[src/rtl/cwfg_pkg.sv]
package cwfg_pkg;
  localparam int unsigned CWFG_WORD_W = 16;
  localparam int unsigned CWFG_BYTE_W = CWFG_WORD_W / 2;
  typedef logic [CWFG_WORD_W-1:0] cwfg_word_t;
  typedef logic [CWFG_BYTE_W-1:0] cwfg_byte_t;
endpackage

[src/rtl/cwfg_rst_sync.sv]
module cwfg_rst_sync #(
  parameter int unsigned STAGES = 2
) (
  input  logic clk,
  input  logic arst_n,
  output logic srst_n
);
  logic [STAGES-1:0] sync_q;
  logic [STAGES-1:0] sync_d;

  always_comb begin
    sync_d = {sync_q[STAGES-2:0], 1'b1};
  end

  always_ff @(posedge clk or negedge arst_n) begin
    if (!arst_n) sync_q <= '0;
    else         sync_q <= sync_d;
  end

  assign srst_n = sync_q[STAGES-1];
endmodule

[src/rtl/cwfg_word_regs.sv]
module cwfg_word_regs #(
  parameter int unsigned WORD_W = 16,
  localparam int unsigned BYTE_W = WORD_W / 2
) (
  input  logic              clk,
  input  logic              rst_n,
  input  logic              wr_upper,
  input  logic              wr_lower,
  input  logic [BYTE_W-1:0] wr_byte,
  output logic [WORD_W-1:0] word
);
  logic [BYTE_W-1:0] hold_q, hold_d;
  logic [WORD_W-1:0] word_q, word_d;
  logic              hold_en, word_en;

  always_comb begin
    hold_en = wr_upper;
    hold_d  = wr_byte;
    word_en = wr_lower;
    // same-cycle upper write takes priority over the held byte
    word_d  = {(wr_upper ? wr_byte : hold_q), wr_byte};
  end

  always_ff @(posedge clk or negedge rst_n) begin
    if (!rst_n) begin
      hold_q <= '0;
      word_q <= '0;
    end else begin
      if (hold_en) hold_q <= hold_d;
      if (word_en) word_q <= word_d;
    end
  end

  assign word = word_q;

  p_upper_only_stable_r2: assert property (@(posedge clk) disable iff (!rst_n)
    !wr_lower |=> $stable(word_q));

  p_lower_load_r3: assert property (@(posedge clk) disable iff (!rst_n)
    wr_lower |=> (word_q[BYTE_W-1:0] == $past(wr_byte)));
endmodule

[src/rtl/cwfg_fold.sv]
module cwfg_fold #(
  parameter int unsigned WORD_W  = 16,
  parameter bit          FOLD_EN = 1'b1
) (
  input  logic [WORD_W-1:0] word,
  output logic [WORD_W-1:0] inc
);
  localparam int unsigned MSB = WORD_W - 1;

  generate
    if (FOLD_EN) begin : g_fold
      always_comb begin
        if (word[MSB]) inc = (~word) + {{(WORD_W-1){1'b0}}, 1'b1};
        else           inc = word;
      end
    end else begin : g_plain
      always_comb inc = word;
    end
  endgenerate

  // increment never exceeds half scale
  always_comb begin
    p_inc_half_scale_r4: assert (!inc[MSB] || (inc[MSB-1:0] == '0));
  end
endmodule

[src/rtl/cwfg_accum.sv]
module cwfg_accum #(
  parameter int unsigned WORD_W = 16
) (
  input  logic              clk,
  input  logic              rst_n,
  input  logic              run,
  input  logic [WORD_W-1:0] inc,
  output logic              sq,
  output logic              tick
);
  localparam int unsigned MSB = WORD_W - 1;

  logic [WORD_W-1:0] acc_q, acc_d;
  logic              tick_q, tick_d;
  logic              acc_en;

  always_comb begin
    acc_d  = run ? (acc_q + inc) : '0;
    acc_en = run | (|acc_q);
    tick_d = ~acc_q[MSB] & acc_d[MSB];
  end

  always_ff @(posedge clk or negedge rst_n) begin
    if (!rst_n) begin
      acc_q  <= '0;
      tick_q <= 1'b0;
    end else begin
      if (acc_en) acc_q <= acc_d;
      tick_q <= tick_d;
    end
  end

  assign sq   = acc_q[MSB];
  assign tick = tick_q;

  p_run_low_idle_r5: assert property (@(posedge clk) disable iff (!rst_n)
    !run |=> ((acc_q == '0) && !tick_q));

  p_accum_step_r6: assert property (@(posedge clk) disable iff (!rst_n)
    run |=> (acc_q == WORD_W'($past(acc_q) + $past(inc))));

  p_tick_on_rise_r8: assert property (@(posedge clk) disable iff (!rst_n)
    tick_q == (acc_q[MSB] && !$past(acc_q[MSB])));

  p_tick_single_r8: assert property (@(posedge clk) disable iff (!rst_n)
    tick_q |=> !tick_q);
endmodule

[src/rtl/cw_freq_gen.sv]
module cw_freq_gen
  import cwfg_pkg::*;
(
  input  logic                   clk_ref,
  input  logic                   rst_n,
  input  logic                   run,
  input  logic                   wr_upper,
  input  logic                   wr_lower,
  input  logic [CWFG_BYTE_W-1:0] wr_byte,
  output logic                   sq_out,
  output logic                   tick_out
);
  logic       srst_n;
  cwfg_word_t word;
  cwfg_word_t inc;

  cwfg_rst_sync #(.STAGES(2)) u_rst (
    .clk    (clk_ref),
    .arst_n (rst_n),
    .srst_n (srst_n)
  );

  cwfg_word_regs #(.WORD_W(CWFG_WORD_W)) u_regs (
    .clk      (clk_ref),
    .rst_n    (srst_n),
    .wr_upper (wr_upper),
    .wr_lower (wr_lower),
    .wr_byte  (wr_byte),
    .word     (word)
  );

  cwfg_fold #(.WORD_W(CWFG_WORD_W), .FOLD_EN(1'b1)) u_fold (
    .word (word),
    .inc  (inc)
  );

  cwfg_accum #(.WORD_W(CWFG_WORD_W)) u_acc (
    .clk   (clk_ref),
    .rst_n (srst_n),
    .run   (run),
    .inc   (inc),
    .sq    (sq_out),
    .tick  (tick_out)
  );

  p_reset_quiet_r1: assert property (@(posedge clk_ref)
    !srst_n |=> (!sq_out && !tick_out));
endmodule

[config.mk]
export PLATFORM = sky130hd
export DESIGN_NAME = cw_freq_gen
export DESIGN_NICKNAME = d
export VERILOG_FILES = /design/src/rtl/cwfg_pkg.sv /design/src/rtl/cwfg_rst_sync.sv /design/src/rtl/cwfg_word_regs.sv /design/src/rtl/cwfg_fold.sv /design/src/rtl/cwfg_accum.sv /design/src/rtl/cw_freq_gen.sv
export SDC_FILE = /design/constraint.sdc
export NUM_CORES = 1
export LEC_CHECK = 0
export ABC_AREA = 1
export BUFFER_PORTS_ARGS = -buffer_cell sky130_fd_sc_hd__buf_2
export CAP_MARGIN = 15
export CORE_MARGIN = 2
export CORE_UTILIZATION = 45
export DETAILED_ROUTE_END_ITERATION = 10
export GPL_TIMING_DRIVEN = 0
export PLACE_DENSITY = 0.69
export SYNTH_ARGS = -nofsm -noshare
export SYNTH_HDL_FRONTEND = slang
export SYNTH_SLANG_ARGS = --single-unit
[constraint.sdc]
create_clock -name clk_ref -period 1.6 [get_ports clk_ref]
set_input_delay 0.32 -clock clk_ref [delete_from_list [all_inputs] [get_ports clk_ref]]
set_output_delay 0.32 -clock clk_ref [all_outputs]
set_load 0.02 [all_outputs]
# == Yosys cells after proc, flatten, opt, wreduce, memory -nomap -nowiden ==
# Index checks and enable logic that the tools add are counted.
# totals
in_bits,13
ff_bits,43
wordCells,15
# op_classes
add_sub_neg,2
reduce_logical,1
n_bitwise,4
n_mux,3
# op_table
op,n
$mux 16,2
$add 16x1->16 const B,1
$add 16x16->16,1
$not 16->16,1
$reduce_or 16->1,1
$mux 8,1
$and 1x1->1,1
$not 1->1,1
$or 1x1->1,1

# == Longest topological paths before layout ==
# Gate-level depths: netlist of run 1.
# logic_depth
word_depth,6
depth_mapped,18
mapped_depth_nobuf,18

# == Modules after synthesis ==
# Synthesis of run 1 repeated with hierarchy kept, for this count alone.
# hier_totals
hier_cells,393
area_unflattened_um2,2869.0
# by_module_without_submodules
module,area_per_inst_um2,cells_each,instances,seq_area_each_um2
cwfg_accum,1353.8,190,1,425.4
cwfg_word_regs,1033.5,110,1,600.6
cwfg_fold,427.9,90,1,0.0
cwfg_rst_sync,53.8,3,1,50.0

# == Worst setup path after synthesis of run 1 ==
# No wires, ideal clock.
# synth_path
path_type,register -> register
startpoint,reg u_regs.word_q[0] (netlist: u_regs.word[0])
endpoint,reg u_acc.tick_q (netlist: u_acc.tick)
path_slack_ns,-0.726
arrival_time_ns,2.195
n_path_buf,0
required_time_ns,1.469
synth_period_minus_slack_ns,2.326
stages_incl_launch_ff,17
path_cell_list,dfrtp_1 inv_1 ha_1 nand2_1 nor2_1 nand4_1 nor3_1 nor2_1 xor2_1 ha_1 nand2_1 nor3_1 nand2_1 nand2_1 nand2_1 nand2_1 nor3_2
# synth_between
elab_chain_cells,6
# synth_lines
element,line,source
start: declaration,cwfg_word_regs.sv:13,"logic [WORD_W-1:0] word_q, word_d;"
start signal: assignment,cwfg_word_regs.sv:30,if (word_en) word_q <= word_d;
$not 16->16,cwfg_fold.sv:13,"if (word[MSB]) inc = (~word) + {{(WORD_W-1){1'b0}}, 1'b1};"
$add 16x1->16,cwfg_fold.sv:13,
$mux 16 (*),cwfg_fold.sv:13,
$add 16x16->16 (*),cwfg_accum.sv:18,acc_d = run ? (acc_q + inc) : '0;
$mux 16 (*),cwfg_accum.sv:18,
$and 1x1->1 (*),cwfg_accum.sv:20,tick_d = ~acc_q[MSB] & acc_d[MSB];
named net u_acc.tick_d,cwfg_accum.sv:14,"logic tick_q, tick_d;"
end signal: assignment,cwfg_accum.sv:29,tick_q <= tick_d;
end: declaration,cwfg_accum.sv:14,
# The timed path passes the listed nets; every way through them passes the cells marked *.
# A chain may end at the register's enable or synchronous reset.

# == Worst setup path after layout of run 1 ==
# layout_path
startpoint,reg u_regs.word_q[0] (netlist: u_regs.word[0])
endpoint,reg u_acc.acc_q[13]
# layout_between
elab_chain_cells,5
# layout_lines
element,line,source
$not 16->16,cwfg_fold.sv:13,
$add 16x1->16,cwfg_fold.sv:13,
$mux 16 (*),cwfg_fold.sv:13,
$add 16x16->16 (*),cwfg_accum.sv:18,
$mux 16 (*),cwfg_accum.sv:18,
end signal: assignment,cwfg_accum.sv:25,acc_q <= '0;
end signal: assignment,cwfg_accum.sv:28,if (acc_en) acc_q <= acc_d;
end: declaration,cwfg_accum.sv:13,"logic [WORD_W-1:0] acc_q, acc_d;"
# Mark *: on every way between the ends. The rest lies on a longest branch, timed or not.

==> flow_summary.ini, run 1 <==
[status]
outcome = finished with violations
violations = negative setup slack

[timing]
holdWs_ns = 0.2495
rsz0062_at_grt = yes
drv_slew = 0
finalClockSkew_ns = 0.006632
worst_slack_ns = -0.9413
hold_violations = 0
period_share = 1.588
fmax_mhz = 393.5
fin_crit_ns = 2.541
setup_viol = 15
slew_headroom = 0.3848
tightest_slew_ns = 0.9228
fin_tns_setup_ns = -10.61

[power_and_ir_drop]
clock_power_share = 0.189
power_density_nw_per_um2 = 1586
power.share.switching = 0.4038
irDropWorstVdd_v = 0.0006395
power_leakage_nw = 1.675
p_comb_frac = 0.535
switchingPower_w = 0.002147
p_int_w = 0.003170
seqPwrFrac = 0.276

[placed_design]
port_buffers = 12
place.gp.congestion = 0.8945
dp_hpwl_um = 4152

[floorplanning]
ios = 15
die_w_um = 79.90
die_y_um = 79.90
row_count = 27
start_util = 0.4679
core_um2 = 5540
fp.dieArea_um2 = 6384

[setup_path]
crit_arrival_ns = 2.74
crit_path_start_kind = flop
setup.worst_path.class = reg -> reg
reg2reg_from = u_regs.word[0]
crit_required_ns = 1.80
setup.worst_path.start = u_regs.word[0]
worstPathMaxFanout = 6
r2r_slack_ns = -0.94
r2r_cells = 17
critPathCaptureType = flop
reg2reg_to = u_acc.acc_q[13]
endpoint = u_acc.acc_q[13]

[synth]
synth-async-reset-ratio = 1.000
ys_seq_area_frac = 0.4151
synth_area_leaders = dfrtp_1, nand2_1, ha_1
synthTopCellsByCount = nand2_1, dfrtp_1, nor2_1
yosysTopAreaCell = dfrtp_1
avgSynthCellArea_um2 = 7.952
syn_inst = 326
yosysMostFrequentCell = nand2_1
syn_area_um2 = 2592
synth_edf_count = 0
synth_ff_type = dfrtp_1
syn-num-nets = 357
synth-seq-cells = 43
yosysWarnings = 0
synthDistinctLibCells = 30
synth_top_cell_area_share = 0.4151

[route]
vias = 2248
postRouteWirelength_um = 6054
drt_iter0_markers = 92
wl_per_cell_um = 13.42
ant_nets = 0
dr.pass1.iters = 4
viasPerCell = 4.984
drcViolationCount = 0

[grt]
overflow = 0
grtUsageTotal = 0.2007
use_met1 = 0.2395
use_met3 = 0.03507
antenna_found_initial = 0
grt_util_met2 = 0.3625
grt_max_degree = 42
busiest_layer = met2
grt_pass1_vias = 2273
grt_first_pass_wirelength_um = 9915

[finish]
drive_above_1_share = 0.3430
areaGrowthSynthToFinish_pct = 29.30
fin_util = 0.6050
n_antenna_cell = 0
final_nets = 409

[cts]
cts_sinks = 43
clk_pin_slew_worst_paths_ns = 0.08
numCtsBuffers = 5
clock_latency_ns = 0.30
cts_tree = done
cts_max_path_buffers = 2
clock-root-buffer = clkbuf_8
htree_levels = 2

[job]
maxCapViolCount = 0

[worst_hold_path]
hp-class = in -> reg
stage by stage:
stage / setup WS, ns / total power (W) / std cells / instance area [µm²]
2_1_floorplan: -0.6090 / 0.003194 / 326 / 2665
3_3_place_gp: -0.9101 / 0.003551 / 410 / 2815
3_5_place_dp: -0.9502 / 0.003623 / 410 / 2816
4_1_cts: -0.8564 / 0.005000 / 439 / 3152
5_1_grt: -1.070 / 0.005727 / 451 / 3352
6_report: -0.9413 / 0.005316 / 451 / 3352
routing by layer:
| layer | part of all wire | vias to the layer above |
|---|---|---|
| met5 | 0 | - |
| met4 | 0.018 | 0 |
| met3 | 0.021 | 12 |
| met2 | 0.52 | 24 |
| met1 | 0.44 | 1065 |
| li1 | - | 1147 |
worst max-delay path, cell delays in order (launching register included):
cell and delay, ns:
dfrtp_1 0.40, inv_2 0.09, ha_4 0.15, nand2_4 0.05, nor2_4 0.08, nand4_1 0.17, nor3_2 0.18, nor2_1 0.08
xor2_1 0.16, ha_1 0.40, nand2_2 0.12, buf_4 0.16, nor2_2 0.11, nand2_1 0.08, nand3_2 0.08, nand2_1 0.05
nand2_1 0.05, nor2_1 0.04
cells in the final DEF (no fill, tap or decap), types with 2 or more instances in the layout:
master     netlist  routed
dfrtp_1         43      42
inv_1           33      29
xor2_1          13      12
nor2_1          43      33
buf_4            0      32
ha_1            17      15
nand3_1          8       7
nand2_1         81      65
nand3_2          1       2
ha_4             0       2
nor3_2           1       4
a21oi_1         17      10
o21ai_0         24      15
nor2_2           2       9
nand4_1          3       3
clkbuf_8         0       5
nand2_4          0       2
buf_2            2      13
a21oi_2          0       6
o21ai_1          1       7
o21ai_2          1       3
bufinv_16        0       2
nor2_4           0       3
inv_2            4       8
clkbuf_1         3       4
nand2_2          2      16
mux2_2          11      11
a31oi_2          0       2
kinds of logic after synthesis:
family	count (synthesis)	synth area share
AOI/OAI and AO/OA	47	0.09460
xor gates and xnor gates	15	0.05068
adders and majority gates	18	0.08977
buffers and inverters	44	0.06756
DFF	43	0.4151
muxes	11	0.04778
other	1	0.001446
and+or+nand+nor	147	0.2331
what timing repair did:
action                                  4_1_cts  5_1_grt
endpoints found under the setup margin       16       16
hold endpoints to repair                      2        0
gates resized for setup                      14       27
pin swaps                                    18       31
setup buffers                                20       12
hold buffers                                  1        0
worst min-delay path by stage:
stage,end,slack (ns),startpoint,cells after the start
floorplan,u_rst.sync_q[0],0.02,rst_n,0
finish,u_regs.word[1],0.25,wr_byte[1],3
global route,u_regs.word[3],0.26,wr_byte[3],3
detailed placement,u_rst.sync_q[0],0.11,rst_n,1
CTS,u_regs.word[4],0.25,wr_byte[4],3
global placement,u_rst.sync_q[0],0.11,rst_n,1
final cells by class:
type	instances	area, µm²
Tap cell	72	90.09
Inverter	38	147.6
Multi-Input combinational cell	239	1559
Sequential cell	43	1077
Timing Repair Buffer	45	310.3
Fill cell	464	2188
Clock buffer	6	72.57
Buffer	6	35.03
Clock inverter	2	60.06
sequential cells by signal, indices dropped and copies added (netlist names):
signal and cells:
u_rst.sync_q 2, u_acc.acc_q 16, u_acc.tick 1, u_regs.hold_q 8, u_regs.word 16
power groups by stage:
stage	sequential, W	clock [W]	combinational (W)
3_3_place_gp	0.00147	0	0.00208
4_1_cts	0.00146	0.00102	0.00252
6_report	0.00147	0.00100	0.00285
2_1_floorplan	0.00147	0	0.00172
3_5_place_dp	0.00148	0	0.00214
5_1_grt	0.00149	0.00106	0.00318
Note: power is estimated with default switching activity, not from simulation.
==> inputs of run 2 (changes only) <==
- ABC_AREA: 1 -> default
- clock period: 1.6 -> 2.55 ns (I/O delays scaled with it)
==> flow_summary.ini, run 2 <==
[power_and_ir_drop]
switchingPower_w = 0.001268
clock_power_share = 0.145
power_density_nw_per_um2 = 994.9
power_leakage_nw = 1.436
power_w = 0.003218
p_comb_frac = 0.567
irDropWorstVdd_v = 0.0004807
seqPwrFrac = 0.288
p_int_w = 0.001950
power.share.switching = 0.3940

[setup_path]
crit_path_start_kind = flop
reg2reg_to = u_acc.acc_q[14]
crit_arrival_ns = 3.18
crit_required_ns = 2.75
crit_buf_inv = 2
path_cells = or3_4 -> or3b_4 -> buf_6 -> o21ai_2 -> xnor2_1 -> ha_1 -> buf_6 -> a21oi_4 -> o211ai_1 -> nor3_2 -> o31a_1 -> o21a_1
reg2reg_from = u_regs.word[1]
r2r_slack_ns = -0.43
cp_slowest_cell = or3b_4
cpLargestDelayFamily = simple AND/OR/NAND/NOR gates
worstPathMaxFanout = 4
setup.worst_path.class = reg -> reg
critPathCaptureType = flop
r2r_cells = 12
cpMostUsedCell = buf_6
cpPeakStageDelay_ns = 0.43

[grt]
overflow = 0
grtUsageTotal = 0.1831
grt_pass1_vias = 1916
antenna_found_initial = 0
grt_max_degree = 42
grt_first_pass_wirelength_um = 8700

[route]
drcViolationCount = 0
dr.pass1.iters = 4
wl_per_cell_um = 15.66
viasPerCell = 5.376
postRouteWirelength_um = 5497
drt_iter0_markers = 85
vias = 1887
ant_nets = 0

[placed_design]
port_buffers = 12
dp_hpwl_um = 3491
dp_slack_ns = -0.6501
place.gp.congestion = 0.9083

[floorplanning]
row_count = 27
die_w_um = 78.39
core_um2 = 5439
fp.dieArea_um2 = 6144
start_util = 0.4578
die_y_um = 78.39
ios = 15

[finish]
drive_above_1_share = 0.4337
areaGrowthSynthToFinish_pct = 29.90
final_nets = 309
final_common_cell = dfrtp_1
final_cell_mix = dfrtp_1, buf_4, mux2_2
n_antenna_cell = 0

[synth]
synth_area_leaders = dfrtp_1, mux2_2, ha_1
synth-seq-cells = 43
syn_inst = 229
syn_area_um2 = 2490
synth-async-reset-ratio = 1.000
yosysMostFrequentCell = dfrtp_1
avgSynthCellArea_um2 = 10.87
synthTopCellsByCount = dfrtp_1, xnor2_1, mux2_2
ys_seq_area_frac = 0.4322
yosysWarnings = 0
yosysTopAreaCell = dfrtp_1
synth_top_cell_area_share = 0.4322
syn-num-nets = 260
synthDistinctLibCells = 39
synth_edf_count = 0
synth_ff_type = dfrtp_1

[timing]
drv_slew = 0
fmax_mhz = 335.4
period_share = 1.169
hold_violations = 0
rsz0062_at_grt = yes
finalClockSkew_ns = 0.007365
fin_crit_ns = 2.982
slew_headroom = 0.4080
tightest_slew_ns = 0.8879
setup_viol = 9
worst_slack_ns = -0.4317

[cts]
clock-root-buffer = clkbuf_8
clk_pin_slew_worst_paths_ns = 0.09
cts_max_path_buffers = 2
clock_latency_ns = 0.30
cts_sinks = 43
htree_levels = 2
cts_tree = done
numCtsBuffers = 5

[status]
outcome = finished with violations
violations = negative setup slack

[worst_hold_path]
hp-class = reg -> reg
hold_start = u_rst.sync_q[0]
holdPathStages = 0
hold-path-endpoint = u_rst.sync_q[1]

[job]
maxCapViolCount = 0
run 2: changes by cell type in the layout (fill, tap and decap cells not counted), moves of 7 or more:
cell     before  now
and2_1        0   13
buf_4        32   25
inv_1        29    5
mux2_2       11   21
nand2_1      65   10
nand2_2      16    5
nand3_1       7    0
nor2_1       33    6
nor2_2        9    1
o21ai_0      15    4
xnor2_1       1   20
xor2_1       12    3
run 2: worst max path at each step:
stage | start | end | cells after the start
floorplan | u_regs.word[10] | u_acc.acc_q[15] | 11
global placement | u_regs.word[0] | u_acc.acc_q[15] | 14
detailed placement | u_regs.word[0] | u_acc.acc_q[15] | 14
CTS | u_regs.word[7] | u_acc.acc_q[15] | 9
global route | u_regs.word[1] | u_acc.acc_q[14] | 12
finish | u_regs.word[1] | u_acc.acc_q[14] | 12
run 2: cell families after synthesis:
family / Yosys count / synth area share
multiplexers: 21 / 0.09498
flip-flops: 43 / 0.4322
AO/OA/AOI/OAI: 54 / 0.1357
adder cells (fa/ha/maj): 18 / 0.09347
buffers and inverters: 12 / 0.01809
XOR/XNOR: 26 / 0.09749
other: 1 / 0.001506
AND/OR/NAND/NOR: 54 / 0.1266
run 2: per-layer routing:
metal | share of wire | up-vias | global-route usage
met5 | 0 | - | 0
met4 | 0.022 | 0 | 0.07544
met2 | 0.51 | 35 | 0.3129
li1 | - | 909 | -
met3 | 0.029 | 15 | 0.03678
met1 | 0.44 | 928 | 0.2265
run 2: power groups by stage:
stage | sequential, W | clock, W | combinational (W)
4_1_cts | 0.000927 | 0.000473 | 0.00161
2_1_floorplan | 0.000922 | 0 | 0.00109
5_1_grt | 0.000950 | 0.000508 | 0.00198
6_report | 0.000927 | 0.000467 | 0.00182
3_3_place_gp | 0.000935 | 0 | 0.00128
3_5_place_dp | 0.000940 | 0 | 0.00131
run 2: cell type report:
type	count	area [µm²]
Tap cell	72	90.09
Sequential cell	43	1081
Fill cell	428	2205
Inverter	7	26.28
Multi-Input combinational cell	174	1610
Clock inverter	3	26.28
Buffer	5	28.78
Clock buffer	5	68.82
Timing Repair Buffer	42	302.8
run 2: stage by stage:
stage                     instances  setup TNS, ns  utilization  hold WS [ns]  area (µm²)
after detailed placement        313         -4.380       0.4944        0.2971        2689
after CTS                       344         -2.136       0.5696        0.3699        3098
after global placement          313         -4.082       0.4941        0.2961        2688
after global routing            351         -3.411       0.5947        0.3869        3234
after floorplan                 229         -1.587            -        0.2144        2537
final                           351         -2.398       0.5947        0.3652        3234
run 2: repair_timing:
item | in CTS | in global routing
resized for setup | 41 | 17
pin swaps | 20 | 9
hold buffers | 1 | 0
endpoints found under the hold margin | 2 | 0
buffers inserted | 22 | 7
endpoints found under the setup margin | 10 | 10
==> inputs of run 3 (changes only) <==
- RECOVER_POWER: default -> 25
- SKIP_CTS_REPAIR_TIMING: default -> 1
==> flow_summary.ini, run 3 (synthesized netlist as in run 2, its figures left out) <==
[floorplanning]
core_um2 = 5439
row_count = 27
ios = 15
start_util = 0.4578
die_w_um = 78.39
fp.dieArea_um2 = 6144
die_y_um = 78.39

[cts]
cts_max_path_buffers = 2
clock_latency_ns = 0.30
cts_tree = done
numCtsBuffers = 5
clk_pin_slew_worst_paths_ns = 0.09
clock-root-buffer = clkbuf_8
htree_levels = 2
cts_sinks = 43

[route]
dr.pass1.iters = 4
top_layer_used = met4
vias = 1831
ant_nets = 0
viasPerCell = 5.385
postRouteWirelength_um = 5418
wl_met3_um = 169
wl_met2_um = 2829
drt_iter0_markers = 84
drcViolationCount = 0
met1_length_um = 2346
wl_per_cell_um = 15.94

[finish]
final_cell_mix = dfrtp_1, mux2_2, buf_4
final_nets = 298
n_antenna_cell = 0
areaGrowthSynthToFinish_pct = 28.04
multiInputGateArea_um2 = 1669
drive_above_1_share = 0.4328
seqCellArea_um2 = 1081
final_area_um2 = 3188
post_layout_nonfiller_instances = 340
final_common_cell = dfrtp_1
num-fill-cells = 432

[setup_path]
cpLargestDelayFamily = simple AND/OR/NAND/NOR gates
crit_path_start_kind = flop
path_cells = or3_4 -> or3b_4 -> o41ai_4 -> xnor2_1 -> ha_1 -> nand2_4 -> o41ai_4 -> xor3_1 -> and2_1
crit_buf_inv = 0
crit_required_ns = 2.75
cpPeakStageDelay_ns = 0.45
worstPathMaxFanout = 5
setup.worst_path.class = reg -> reg
cp_slowest_cell = xor3_1
cpMostUsedCell = o41ai_4
critPathCaptureType = flop
crit_arrival_ns = 3.39

[grt]
grt_first_pass_wirelength_um = 7797
overflow = 0
grt_max_degree = 42
antenna_found_initial = 0
grt_pass1_vias = 1747
grtUsageTotal = 0.1647

[timing]
worst_slack_ns = -0.6387
drv_slew = 0
hold_violations = 0
finalClockSkew_ns = 0.008890
setup_viol = 9
rsz0062_at_grt = yes
fin_crit_ns = 3.189
tightest_slew_ns = 0.8908
slew_headroom = 0.4061
fmax_mhz = 313.6
period_share = 1.250

[power_and_ir_drop]
irDropWorstVdd_v = 0.0004504
power_density_nw_per_um2 = 1015
power_leakage_nw = 1.380

[placed_design]
place.gp.congestion = 0.9083
placed_cells_incl_taps = 313
placed_cell_area_um2 = 2689
port_buffers = 12
dp_hpwl_um = 3491

[status]
violations = negative setup slack
outcome = finished with violations

[worst_hold_path]
hp-class = reg -> reg

[job]
maxCapViolCount = 0
==> run 3: changes by cell type in the layout (fill, tap and decap cells not counted), moves of 3 or more <==
cell     change
buf_4        -6
a21oi_2      +3
buf_6        -4
ha_1         -5
ha_2         +3
o21ai_2      -4
==> run 3: final cells by class <==
cell class | instances | area share
multi-input combinational | 174 | 0.5235
sequential | 43 | 0.3391
timing repair buffer | 31 | 0.06397
tap | 72 | 0.02826
clock buffer | 5 | 0.02159
clock inverter | 3 | 0.008242
inverter | 7 | 0.008242
buffer | 5 | 0.007064
==> run 3: where the power goes <==
part           total, W  internal (W)  switching, W  leakage [nW]
clock          0.000461      0.000202      0.000259        0.0491
sequential     0.000942      0.000827      0.000115         0.522
combinational   0.00183      0.000912      0.000923         0.808
total           0.00324       0.00194       0.00130          1.38
==> run 3: path summary, 6_finish.rpt <==
kind	slack [ns]	depth (start not counted)	to	startpoint
max in group asynchronous	1.53	0	u_regs.word[15]	u_rst.sync_q[1]
worst max-delay path	-0.64	9	u_acc.acc_q[15]	u_regs.word[2]
worst min register to register	0.36	0	u_rst.sync_q[1]	u_rst.sync_q[0]
worst min-delay path	0.36	0	u_rst.sync_q[1]	u_rst.sync_q[0]
worst max register to register	-0.64	9	u_acc.acc_q[15]	u_regs.word[2]
min in group asynchronous	0.40	0	u_regs.word[5]	u_rst.sync_q[1]
==> run 3: through the flow <==
stage               TNS (ns)  worst slack, ns  hold WS (ns)    util  power [W]
floorplan             -1.587          -0.3963        0.2144       -   0.002014
global placement      -4.082          -0.6028        0.2961  0.4941   0.002212
detailed placement    -4.380          -0.6501        0.2971  0.4944   0.002250
CTS                   -4.622          -0.6895      -0.03308  0.5118   0.002718
global route          -3.796          -0.7384        0.3868  0.5862   0.003439
finish                -2.606          -0.6387        0.3649  0.5862   0.003237
==> run 3: worst register-to-register path, delay by kind of cell (launching register included) <==
family	cells	cell delay [ns]
adders and majority gates	1	0.39
xor gates and xnor gates	2	0.59
AOI/OAI and AO/OA	2	0.63
and+or+nand+nor	4	1.06
DFF	1	0.42
==> run 3: routing by layer <==
metal  vias up  GRT usage
met4         0    0.06491
met1       917     0.2084
met2        26     0.2767
met5         -          0
li1        880          -
met3         8    0.03448
